File: config.mk
export PLATFORM = sky130hd
export DESIGN_NAME = mhf_filter
export DESIGN_NICKNAME = d
export VERILOG_FILES = /design/src/rtl/mhf_pkg.sv /design/src/rtl/mhf_crc_acc.sv /design/src/rtl/mhf_hash_table.sv /design/src/rtl/mhf_filter.sv
export SDC_FILE = /design/constraint.sdc
export NUM_CORES = 1
export LEC_CHECK = 0
export BUFFER_PORTS_ARGS = -buffer_cell sky130_fd_sc_hd__buf_2
export CAP_MARGIN = 20
export CORE_AREA = 2 2 206 289
export CTS_BUF_LIST = sky130_fd_sc_hd__clkbuf_4 sky130_fd_sc_hd__clkbuf_8
export DETAILED_ROUTE_END_ITERATION = 7
export DIE_AREA = 0 0 208 291
export PLACE_DENSITY = 0.58
export SETUP_SLACK_MARGIN = 0.02
export SYNTH_ARGS = -nofsm -noshare
export SYNTH_HDL_FRONTEND = slang
export SYNTH_SLANG_ARGS = --single-unit
File: constraint.sdc
create_clock -name clk -period 3.5 [get_ports clk]
set_input_delay 0.35 -clock clk [delete_from_list [all_inputs] [get_ports clk]]
set_output_delay 0.35 -clock clk [all_outputs]
set_load 0.05 [all_outputs]
File: src/rtl/mhf_pkg.sv
// Shared types and the CRC byte step for the multicast hash filter.
// Assumes bytes enter least significant bit first (reflected CRC).
package mhf_pkg;

    typedef enum logic [1:0] {
        OP_NONE  = 2'b00,
        OP_WRITE = 2'b01,
        OP_SET   = 2'b10,
        OP_CLEAR = 2'b11
    } cfg_op_e;

    localparam logic [31:0] CRC_POLY_REFL = 32'hEDB8_8320;
    localparam logic [31:0] CRC_PRESET    = 32'hFFFF_FFFF;

    // Advance a reflected CRC register by one byte, LSB first.
    function automatic logic [31:0] crc_step_byte(input logic [31:0] c_in,
                                                  input logic [7:0]  d);
        logic [31:0] c;
        logic        fb;
        c = c_in;
        for (int i = 0; i < 8; i++) begin
            fb = c[0] ^ d[i];
            c  = c >> 1;
            if (fb) c = c ^ CRC_POLY_REFL;
        end
        return c;
    endfunction

endpackage

File: src/rtl/mhf_crc_acc.sv
// Address CRC accumulator.
// Counts destination address bytes, keeps a running CRC and the group flag
// from the first byte. Flags the cycle in which the last address byte is
// taken and presents the CRC including that byte. Assumes ADDR_BYTES >= 2.
module mhf_crc_acc
    import mhf_pkg::*;
#(
    parameter int ADDR_BYTES = 6,
    localparam int CNT_W = $clog2(ADDR_BYTES + 1)
) (
    input  logic        clk,
    input  logic        rst_n,
    input  logic        rx_valid,
    input  logic        rx_sof,
    input  logic [7:0]  rx_data,
    output logic [31:0] crc_next,
    output logic        last_byte,
    output logic        grp_cur,
    output logic        grp_q
);

    logic [CNT_W-1:0] cnt_q;
    logic [31:0]      crc_q;
    logic             take;

    // Decide whether this byte belongs to the address and what the CRC becomes.
    always_comb begin
        take      = rx_valid && (rx_sof || (cnt_q < CNT_W'(ADDR_BYTES)));
        crc_next  = crc_step_byte(rx_sof ? CRC_PRESET : crc_q, rx_data);
        grp_cur   = rx_sof ? rx_data[0] : grp_q;
        last_byte = take && !rx_sof && (cnt_q == CNT_W'(ADDR_BYTES - 1));
    end

    // Hold the running CRC, byte count and group flag between bytes.
    always_ff @(posedge clk) begin
        if (!rst_n) begin
            cnt_q <= CNT_W'(ADDR_BYTES);
            crc_q <= CRC_PRESET;
            grp_q <= 1'b0;
        end else if (take) begin
            crc_q <= crc_next;
            grp_q <= grp_cur;
            cnt_q <= rx_sof ? CNT_W'(1) : cnt_q + CNT_W'(1);
        end
    end

endmodule

File: src/rtl/mhf_hash_table.sv
// Group hash table: TBL_WORDS words of WORD_W bits, MSB-first entry numbering.
// Supports whole-word write and single-entry set/clear; one lookup port and
// one read port, both combinational from the stored state.
// Assumes WORD_W is a power of two.
module mhf_hash_table
    import mhf_pkg::*;
#(
    parameter int TBL_WORDS = 8,
    parameter int WORD_W    = 32,
    localparam int SEL_W = $clog2(TBL_WORDS),
    localparam int BIT_W = $clog2(WORD_W),
    localparam int IDX_W = SEL_W + BIT_W
) (
    input  logic                        clk,
    input  logic                        rst_n,
    input  logic [1:0]                  cfg_op,
    input  logic [SEL_W-1:0]            cfg_addr,
    input  logic [WORD_W-1:0]           cfg_wdata,
    input  logic [IDX_W-1:0]            cfg_index,
    input  logic [SEL_W-1:0]            rd_addr,
    input  logic [IDX_W-1:0]            lk_index,
    output logic [WORD_W-1:0]           rd_data,
    output logic                        lk_hit,
    output logic [TBL_WORDS*WORD_W-1:0] tbl_flat
);

    cfg_op_e           op;
    logic [SEL_W-1:0]  op_sel;
    logic [BIT_W-1:0]  op_bit;
    logic [WORD_W-1:0] words [TBL_WORDS];

    // Split the configuration index into word select and bit number.
    always_comb begin
        op     = cfg_op_e'(cfg_op);
        op_sel = cfg_index[IDX_W-1:BIT_W];
        op_bit = cfg_index[BIT_W-1:0];
    end

    for (genvar g = 0; g < TBL_WORDS; g++) begin : g_word
        // Update one table word from the configuration operation.
        always_ff @(posedge clk) begin
            if (!rst_n) begin
                words[g] <= '0;
            end else begin
                case (op)
                    OP_WRITE: if (cfg_addr == SEL_W'(g)) words[g] <= cfg_wdata;
                    OP_SET:   if (op_sel == SEL_W'(g)) words[g][~op_bit] <= 1'b1;
                    OP_CLEAR: if (op_sel == SEL_W'(g)) words[g][~op_bit] <= 1'b0;
                    default:  ;
                endcase
            end
        end
        assign tbl_flat[g*WORD_W +: WORD_W] = words[g];
    end

    logic [BIT_W-1:0] lk_bit;

    // Read a word and look up one entry (bit ~b is bit WORD_W-1-b).
    always_comb begin
        rd_data = words[rd_addr];
        lk_bit  = lk_index[BIT_W-1:0];
        lk_hit  = words[lk_index[IDX_W-1:BIT_W]][~lk_bit];
    end

endmodule

File: src/rtl/mhf_filter.sv
// Multicast hash address filter top.
// Hashes the destination address of each frame, looks up the group table
// and emits a one-cycle decision. Lookup uses the table as it stood before
// the edge that takes the last address byte.
module mhf_filter
    import mhf_pkg::*;
#(
    parameter int ADDR_BYTES = 6,
    parameter int TBL_WORDS  = 8,
    parameter int WORD_W     = 32,
    localparam int SEL_W = $clog2(TBL_WORDS),
    localparam int BIT_W = $clog2(WORD_W),
    localparam int IDX_W = SEL_W + BIT_W
) (
    input  logic              clk,
    input  logic              rst_n,
    input  logic              rx_valid,
    input  logic              rx_sof,
    input  logic [7:0]        rx_data,
    input  logic [1:0]        cfg_op,
    input  logic [SEL_W-1:0]  cfg_addr,
    input  logic [WORD_W-1:0] cfg_wdata,
    input  logic [IDX_W-1:0]  cfg_index,
    input  logic [SEL_W-1:0]  rd_addr,
    output logic [WORD_W-1:0] rd_data,
    output logic              dec_valid,
    output logic              dec_accept
);

    logic [31:0]                 crc_next;
    logic                        last_byte;
    logic                        grp_cur;
    logic                        grp_q;
    logic [IDX_W-1:0]            hash_idx;
    logic                        lk_hit;
    logic [TBL_WORDS*WORD_W-1:0] tbl_flat;

    mhf_crc_acc #(.ADDR_BYTES(ADDR_BYTES)) u_crc (
        .clk       (clk),
        .rst_n     (rst_n),
        .rx_valid  (rx_valid),
        .rx_sof    (rx_sof),
        .rx_data   (rx_data),
        .crc_next  (crc_next),
        .last_byte (last_byte),
        .grp_cur   (grp_cur),
        .grp_q     (grp_q)
    );

    // Index = bit-reversed low CRC bits (top bits of the MSB-first CRC).
    for (genvar i = 0; i < IDX_W; i++) begin : g_rev
        assign hash_idx[IDX_W-1-i] = crc_next[i];
    end

    mhf_hash_table #(.TBL_WORDS(TBL_WORDS), .WORD_W(WORD_W)) u_tbl (
        .clk       (clk),
        .rst_n     (rst_n),
        .cfg_op    (cfg_op),
        .cfg_addr  (cfg_addr),
        .cfg_wdata (cfg_wdata),
        .cfg_index (cfg_index),
        .rd_addr   (rd_addr),
        .lk_index  (hash_idx),
        .rd_data   (rd_data),
        .lk_hit    (lk_hit),
        .tbl_flat  (tbl_flat)
    );

    // Register the decision for the frame whose last address byte is taken.
    always_ff @(posedge clk) begin
        if (!rst_n) begin
            dec_valid  <= 1'b0;
            dec_accept <= 1'b0;
        end else begin
            dec_valid  <= last_byte;
            dec_accept <= last_byte && grp_cur && lk_hit;
        end
    end

endmodule

# Yosys cells after proc, flatten, opt, wreduce, memory -nomap -nowiden
# Memory sizes are Yosys's and may differ from the RTL's.
# Index checks and enable logic that the tools add are counted.
# W data, S select, Z words.
dict set report classes {
  addsub 1
  magnitude_cmp 4
  eq_ne 18
  mux 624
  bitwise_logic 538
  n_reduce_logical 10
}
# operator count
set op_table {}
lappend op_table {{$mux W32} 33}
lappend op_table {{$mux W1} 588}
lappend op_table {{$or A1 B1 Y1} 520}
lappend op_table {{$not A13 Y14} 8}
lappend op_table {{$eq A3 B3 Y1 const B} 9}
lappend op_table {{$eq A3 B2 Y1 const B} 4}
lappend op_table {{$lt A5 B6 Y1 const B} 2}
lappend op_table {{$not A5 Y5} 2}
lappend op_table {{$xor A1 B1 Y1} 8}
lappend op_table {{$eq A3 B1 Y1 const B} 2}
lappend op_table {{$logic_and A1 B1 Y1} 6}
lappend op_table {{$logic_not A3 Y1} 2}
lappend op_table {{$bmux W1 S5} 1}
lappend op_table {{$demux W1 S5} 1}
lappend op_table {{$ge A5 B1 Y1 const B} 1}
lappend op_table {{$eq A2 B2 Y1 const B} 2}
lappend op_table {{$add A3 B1 Y3 const B} 1}
lappend op_table {{$lt A3 B3 Y1 const B} 1}
lappend op_table {{$mux W3} 1}
lappend op_table {{$eq A2 B1 Y1 const B} 1}
lappend op_table {{$logic_not A1 Y1} 1}
lappend op_table {{$logic_or A1 B1 Y1} 1}
dict set report totals {
  ff_bits 38
  ram_bits 256
  inputBits 60
  out_inout_bits 34
  elab_cells 1201
  mem_count 1
}
# name depth word_bits read_ports rd_clocked_by_memory_dff wr line_no
set mem_list {}
lappend mem_list {u_tbl.words 8 32 2 0 8 mhf_hash_table.sv:30} ;# logic [WORD_W-1:0] words [TBL_WORDS];

# Depth between registers and ports, before layout
dict set report depth {
  depth_word 21
  mapped_depth 14
  depth_no_buf 10
}

# By module
# From an unflattened synthesis, not the netlist that was laid out.
dict set report unflattened {
  hier_cells 1946
  hier_area_um2 19167.1
}
# module instances cells_per_inst area_each_um2 seq_area_each_um2
set by_module_without_submodules {}
lappend by_module_without_submodules {mhf_hash_table 1 1635 16505.8 7687.4}
lappend by_module_without_submodules {mhf_crc_acc 1 307 2605.0 720.7}
lappend by_module_without_submodules {mhf_filter 1 4 56.3 40.0}

# Worst setup path after synthesis
# OpenSTA, ideal clock, no wires.
dict set report synth_timing {
  path_type {input to register}
  start {input port rx_data[0]}
  end {register dec_accept}
  t_arrival_ns 2.566
  required_ns 3.371
  slack_ns 0.805
  stages 10
  path_buffers 1
  cell_sequence {buf_4 > xor2_4 > xnor2_4 > xor2_2 > mux4_2 > mux2_2 > o2111ai_1 > o21ai_1 > o211ai_1 > o211ai_2}
}
dict set report synth_via {
  elab_chain_cells 15
  word_cells_on_any_way 20
}
# item line_no
set synth_rtl {}
lappend synth_rtl {{start: declaration} mhf_filter.sv:19} ;# input logic [7:0] rx_data,
lappend synth_rtl {{$xor A1 B1 Y1} mhf_pkg.sv:22} ;# fb = c[0] ^ d[i];
lappend synth_rtl {{$mux W32} mhf_pkg.sv:24} ;# if (fb) c = c ^ CRC_POLY_REFL;
lappend synth_rtl {{$not A13 Y14 (no source line)} -}
lappend synth_rtl {{$mux W32 (3 in series)} mhf_pkg.sv:24}
lappend synth_rtl {{$not A13 Y14 (no source line)} -}
lappend synth_rtl {{$mux W32 (4 in series)} mhf_pkg.sv:24}
lappend synth_rtl {{$mem_v2 Z8 W32} -}
lappend synth_rtl {{$bmux W1 S5} mhf_hash_table.sv:62} ;# lk_hit = words[lk_index[IDX_W-1:BIT_W]][~lk_bit];
lappend synth_rtl {{$mux W1 (not written as such)} mhf_hash_table.sv:62}
lappend synth_rtl {{$logic_and A1 B1 Y1 (*)} mhf_filter.sv:76} ;# dec_accept <= last_byte && grp_cur && lk_hit;
lappend synth_rtl {{end signal: assignment} mhf_filter.sv:76}
lappend synth_rtl {{end: declaration} mhf_filter.sv:27} ;# output logic dec_accept
# Every way passes the cells marked *; elsewhere a longest branch is shown, timed or not. The select of a mux whose other input is x is not followed.
# A chain may end at the register's enable or synchronous reset.

# Final worst setup path
dict set report layout_timing {
  start {register u_crc.crc_q[0]}
  end {register dec_accept}
}
dict set report layout_via {
  elab_chain_cells 16
  word_cells_on_any_way 19
}
# item line_no
set layout_rtl {}
lappend layout_rtl {{start: declaration} mhf_crc_acc.sv:23} ;# logic [31:0] crc_q;
lappend layout_rtl {{start signal: assignment} mhf_crc_acc.sv:41} ;# crc_q <= crc_next;
lappend layout_rtl {{$mux W32 (*)} mhf_crc_acc.sv:29} ;# crc_next = crc_step_byte(rx_sof ? CRC_PRESET : crc_q, rx_data);
lappend layout_rtl {{$xor A1 B1 Y1 (*)} mhf_pkg.sv:22}
lappend layout_rtl {{$mux W32 (*)} mhf_pkg.sv:24}
lappend layout_rtl {{$not A13 Y14 (no source line)} -}
lappend layout_rtl {{$mux W32 (*) (3 in series)} mhf_pkg.sv:24}
lappend layout_rtl {{$not A13 Y14 (no source line)} -}
lappend layout_rtl {{$mux W32 (*) (4 in series)} mhf_pkg.sv:24}
lappend layout_rtl {{$mem_v2 Z8 W32} -}
lappend layout_rtl {{$bmux W1 S5 (*)} mhf_hash_table.sv:62}
lappend layout_rtl {{$mux W1 (not written as such) (*)} mhf_hash_table.sv:62}
lappend layout_rtl {{$logic_and A1 B1 Y1 (*)} mhf_filter.sv:76}
# Marked as above.

==> impl_metrics.json <==
{
  "num_rows": 105,
  "avgViaCountPerCell": 6.50,
  "rsz0062_at_grt": "false",
  "hp-class": "primary input to register",
  "postSynthCellCount": 1842,
  "htree_levels": 2,
  "skew_ns": 0.0530,
  "cp_max_fo": 8,
  "final_antenna_net_count": 0,
  "routed_wl_mm": 80.1,
  "cts_tree": "yes",
  "portBuffers": 93,
  "p_leak_nw": 7.38,
  "tightest_slew_ns": 1.20,
  "path_cells": "xnor2_1, nor2_1, xnor3_1, buf_4, xnor2_1, nand2_1, a221oi_1, a31oi_1, nand4_1, o311ai_1, o211ai_2",
  "synthTopCellsByCount": "290 x o21ai_0, 262 x nand2_1, 256 x edfxtp_1",
  "critPathKind": "register to register",
  "numCtsBuffers": 50,
  "tns_ns": 0,
  "p_seq_share_pct": 37.7,
  "area_growth_pct": 13.9,
  "finalSetupViolCount": 0,
  "pwr-share-comb_pct": 33.1,
  "cpMostUsedCell": "xnor2_1",
  "dieWidth_um": 208,
  "yosys_warnings": 0,
  "clock_latency_ns": 0.67,
  "dp_hpwl_mm": 48.3,
  "synth.avg_cell_area_um2": 10.3,
  "vias": 17300,
  "cts_num_sinks": 294,
  "drt-initial-drc-count": 2414,
  "ys_top_cells_by_area": "edfxtp_1 41%, a22o_1 10%, mux4_2 8.7%",
  "dieArea_mm2": 0.0605,
  "cp.arrival_ns": 3.96,
  "ctsHoldBuffers": 0,
  "p_int_w": 0.00709,
  "slowest_stage": "dfxtp_1",
  "grt_max_degree": 70,
  "grtUsageTotal_pct": 25.6,
  "drtPass1Iterations": 6,
  "required_ns": 4.11,
  "cts_root_buffer": "clkbuf_8",
  "crit_buf_inv": 1,
  "drive_above_1_share_pct": 21.3,
  "overflow": 0,
  "synth_top_area_share_pct": 40.6,
  "cp-start-kind": "register",
  "cpLargestDelayFamily": "XOR/XNOR gates",
  "ys_async_sr_fraction_pct": 0,
  "ys_types": 58,
  "grt_pass1_vias": 17600,
  "post_cts_resize_count": 0,
  "start_util_pct": 32.6,
  "hold_viol": 0,
  "max_freq_ghz": 0.299,
  "whs_ns": 0.0417,
  "ir_worst_vdd_mv": 0.426,
  "period_share_pct": 95.7,
  "seq_area_frac_synth_pct": 44.7,
  "antenna_found_initial": 4,
  "ioPinCount": 94,
  "coreArea_mm2": 0.0581,
  "synth_nets": 1904,
  "clock_power_share_pct": 29.2,
  "status": "complete, no violations",
  "die_h_um": 291,
  "worstSetupEndpointType": "register",
  "maxCapViolations": 0,
  "synthFlopType": "edfxtp_1",
  "crit_path_max_incr_delay_ns": 0.54,
  "ys_ff_latch": 294,
  "nets": 1928,
  "max_slew_margin_pct": 19.9,
  "synth_largest_area_cell": "edfxtp_1",
  "clk_pin_slew_worst_paths_ns": 0.06,
  "period_needed_ns": 3.35,
  "p_switching_w": 0.00412,
  "avgRoutedWirePerCell_um": 30.1,
  "grt_pass1_wl_mm": 115,
  "finalPower_w": 0.0112,
  "drv_slew": 0,
  "post_cts_buffers": 0,
  "powerDensity_mw_per_mm2": 520,
  "syn_area_mm2": 0.0189,
  "final_util_pct": 37.1,
  "switching_share_pct": 36.7,
  "gp_congestion": 0.891,
  "drcViolationCount": 0,
  "clockBufferDepth": 3,
  "synth_edf_count": 256,
  "yosysMostFrequentCell": "o21ai_0"
}
[through the flow]
step	area, um2	std cells	worst slack, ns
2_1_floorplan	18900	1842	0.805
3_3_place_gp	20500	2562	0.197
3_5_place_dp	20500	2562	0.160
4_1_cts	21500	2655	0.245
5_1_grt	21500	2657	0.0914
6_report	21500	2657	0.150
[worst min-delay path, cell delays in order]
cell and delay (ns):
buf_2 0.14, nand3_1 0.08, a21oi_1 0.05
[final timing paths]
check,from,end,slack [ns],cells after the start
worst max-delay path,u_crc.crc_q[0],dec_accept,0.15,11
worst min-delay path,rx_valid,u_crc.grp_q,0.04,3
worst max register to register,u_crc.crc_q[0],dec_accept,0.15,11
worst min register to register,u_crc.crc_q[19],u_crc.crc_q[19],0.49,2
[layer usage]
| metal | vias up | part of all wire (%) | global-route usage (%) |
|---|---|---|---|
| met2 | 1373 | 47 | 41.6 |
| met3 | 428 | 12 | 7.01 |
| met4 | 4 | 7.4 | 16.6 |
| li1 | 7045 | - | - |
| met5 | - | 0.035 | 0 |
| met1 | 8412 | 34 | 29.5 |
[layout make-up]
type | count | area [um2]
fillers | 5732 | 36500
multi-input cells | 1333 | 9770
flip-flops and latches | 294 | 8450
repair buffers | 180 | 1340
well taps | 749 | 937
clock buffers | 61 | 777
clock inverters | 32 | 239
inverters | 7 | 26.3
diodes | 1 | 2.50
[flip-flops by register name, summed over array words and instances (netlist names)]
register / cells
u_tbl.words: 256
dec_accept: 1
u_crc.crc_q: 32
u_crc.grp_q: 1
u_crc.cnt_q: 3
dec_valid: 1
[logic make-up after synthesis]
group                    Yosys count  synth area share, %
AO/OA/AOI/OAI                    608                 21.8
XOR/XNOR                          95                 4.86
adder cells (fa/ha/maj)            2                0.132
buffers and inverters            215                 4.70
flip-flops                       294                 44.7
multiplexers                     151                 13.1
AND/OR/NAND/NOR                  477                 10.7
[placed cells by master, fill, tap and decap left out, types with 7 or more instances in the layout]
cell type / netlist / layout
o21ai_0: 290 / 290
nand2_1: 262 / 262
edfxtp_1: 256 / 256
a22o_1: 224 / 224
buf_2: 11 / 92
nor2_1: 93 / 78
mux4_2: 73 / 73
xnor2_1: 72 / 70
buf_4: 10 / 70
nand3_1: 68 / 68
clkbuf_8: 0 / 51
mux2i_1: 44 / 44
dfxtp_1: 38 / 38
o211ai_1: 34 / 34
mux2_2: 33 / 33
clkinv_1: 1 / 18
buf_12: 0 / 17
xor2_1: 16 / 16
a221oi_1: 15 / 15
nor2_4: 1 / 12
a32oi_1: 10 / 10
a31oi_1: 12 / 10
nand4_1: 10 / 10
clkbuf_4: 0 / 10
clkinv_2: 0 / 9
nor2_2: 4 / 8
nand2b_1: 7 / 7
[power by group through the flow]
stage          clock network (W)  registers [W]  logic [W]
2_1_floorplan                  0        0.00421    0.00242
3_3_place_gp                   0        0.00427    0.00361
3_5_place_dp                   0        0.00429    0.00363
4_1_cts                  0.00328        0.00421    0.00365
5_1_grt                  0.00343        0.00424    0.00389
6_report                 0.00327        0.00422    0.00371
Note: power is estimated with default switching activity, not from simulation.
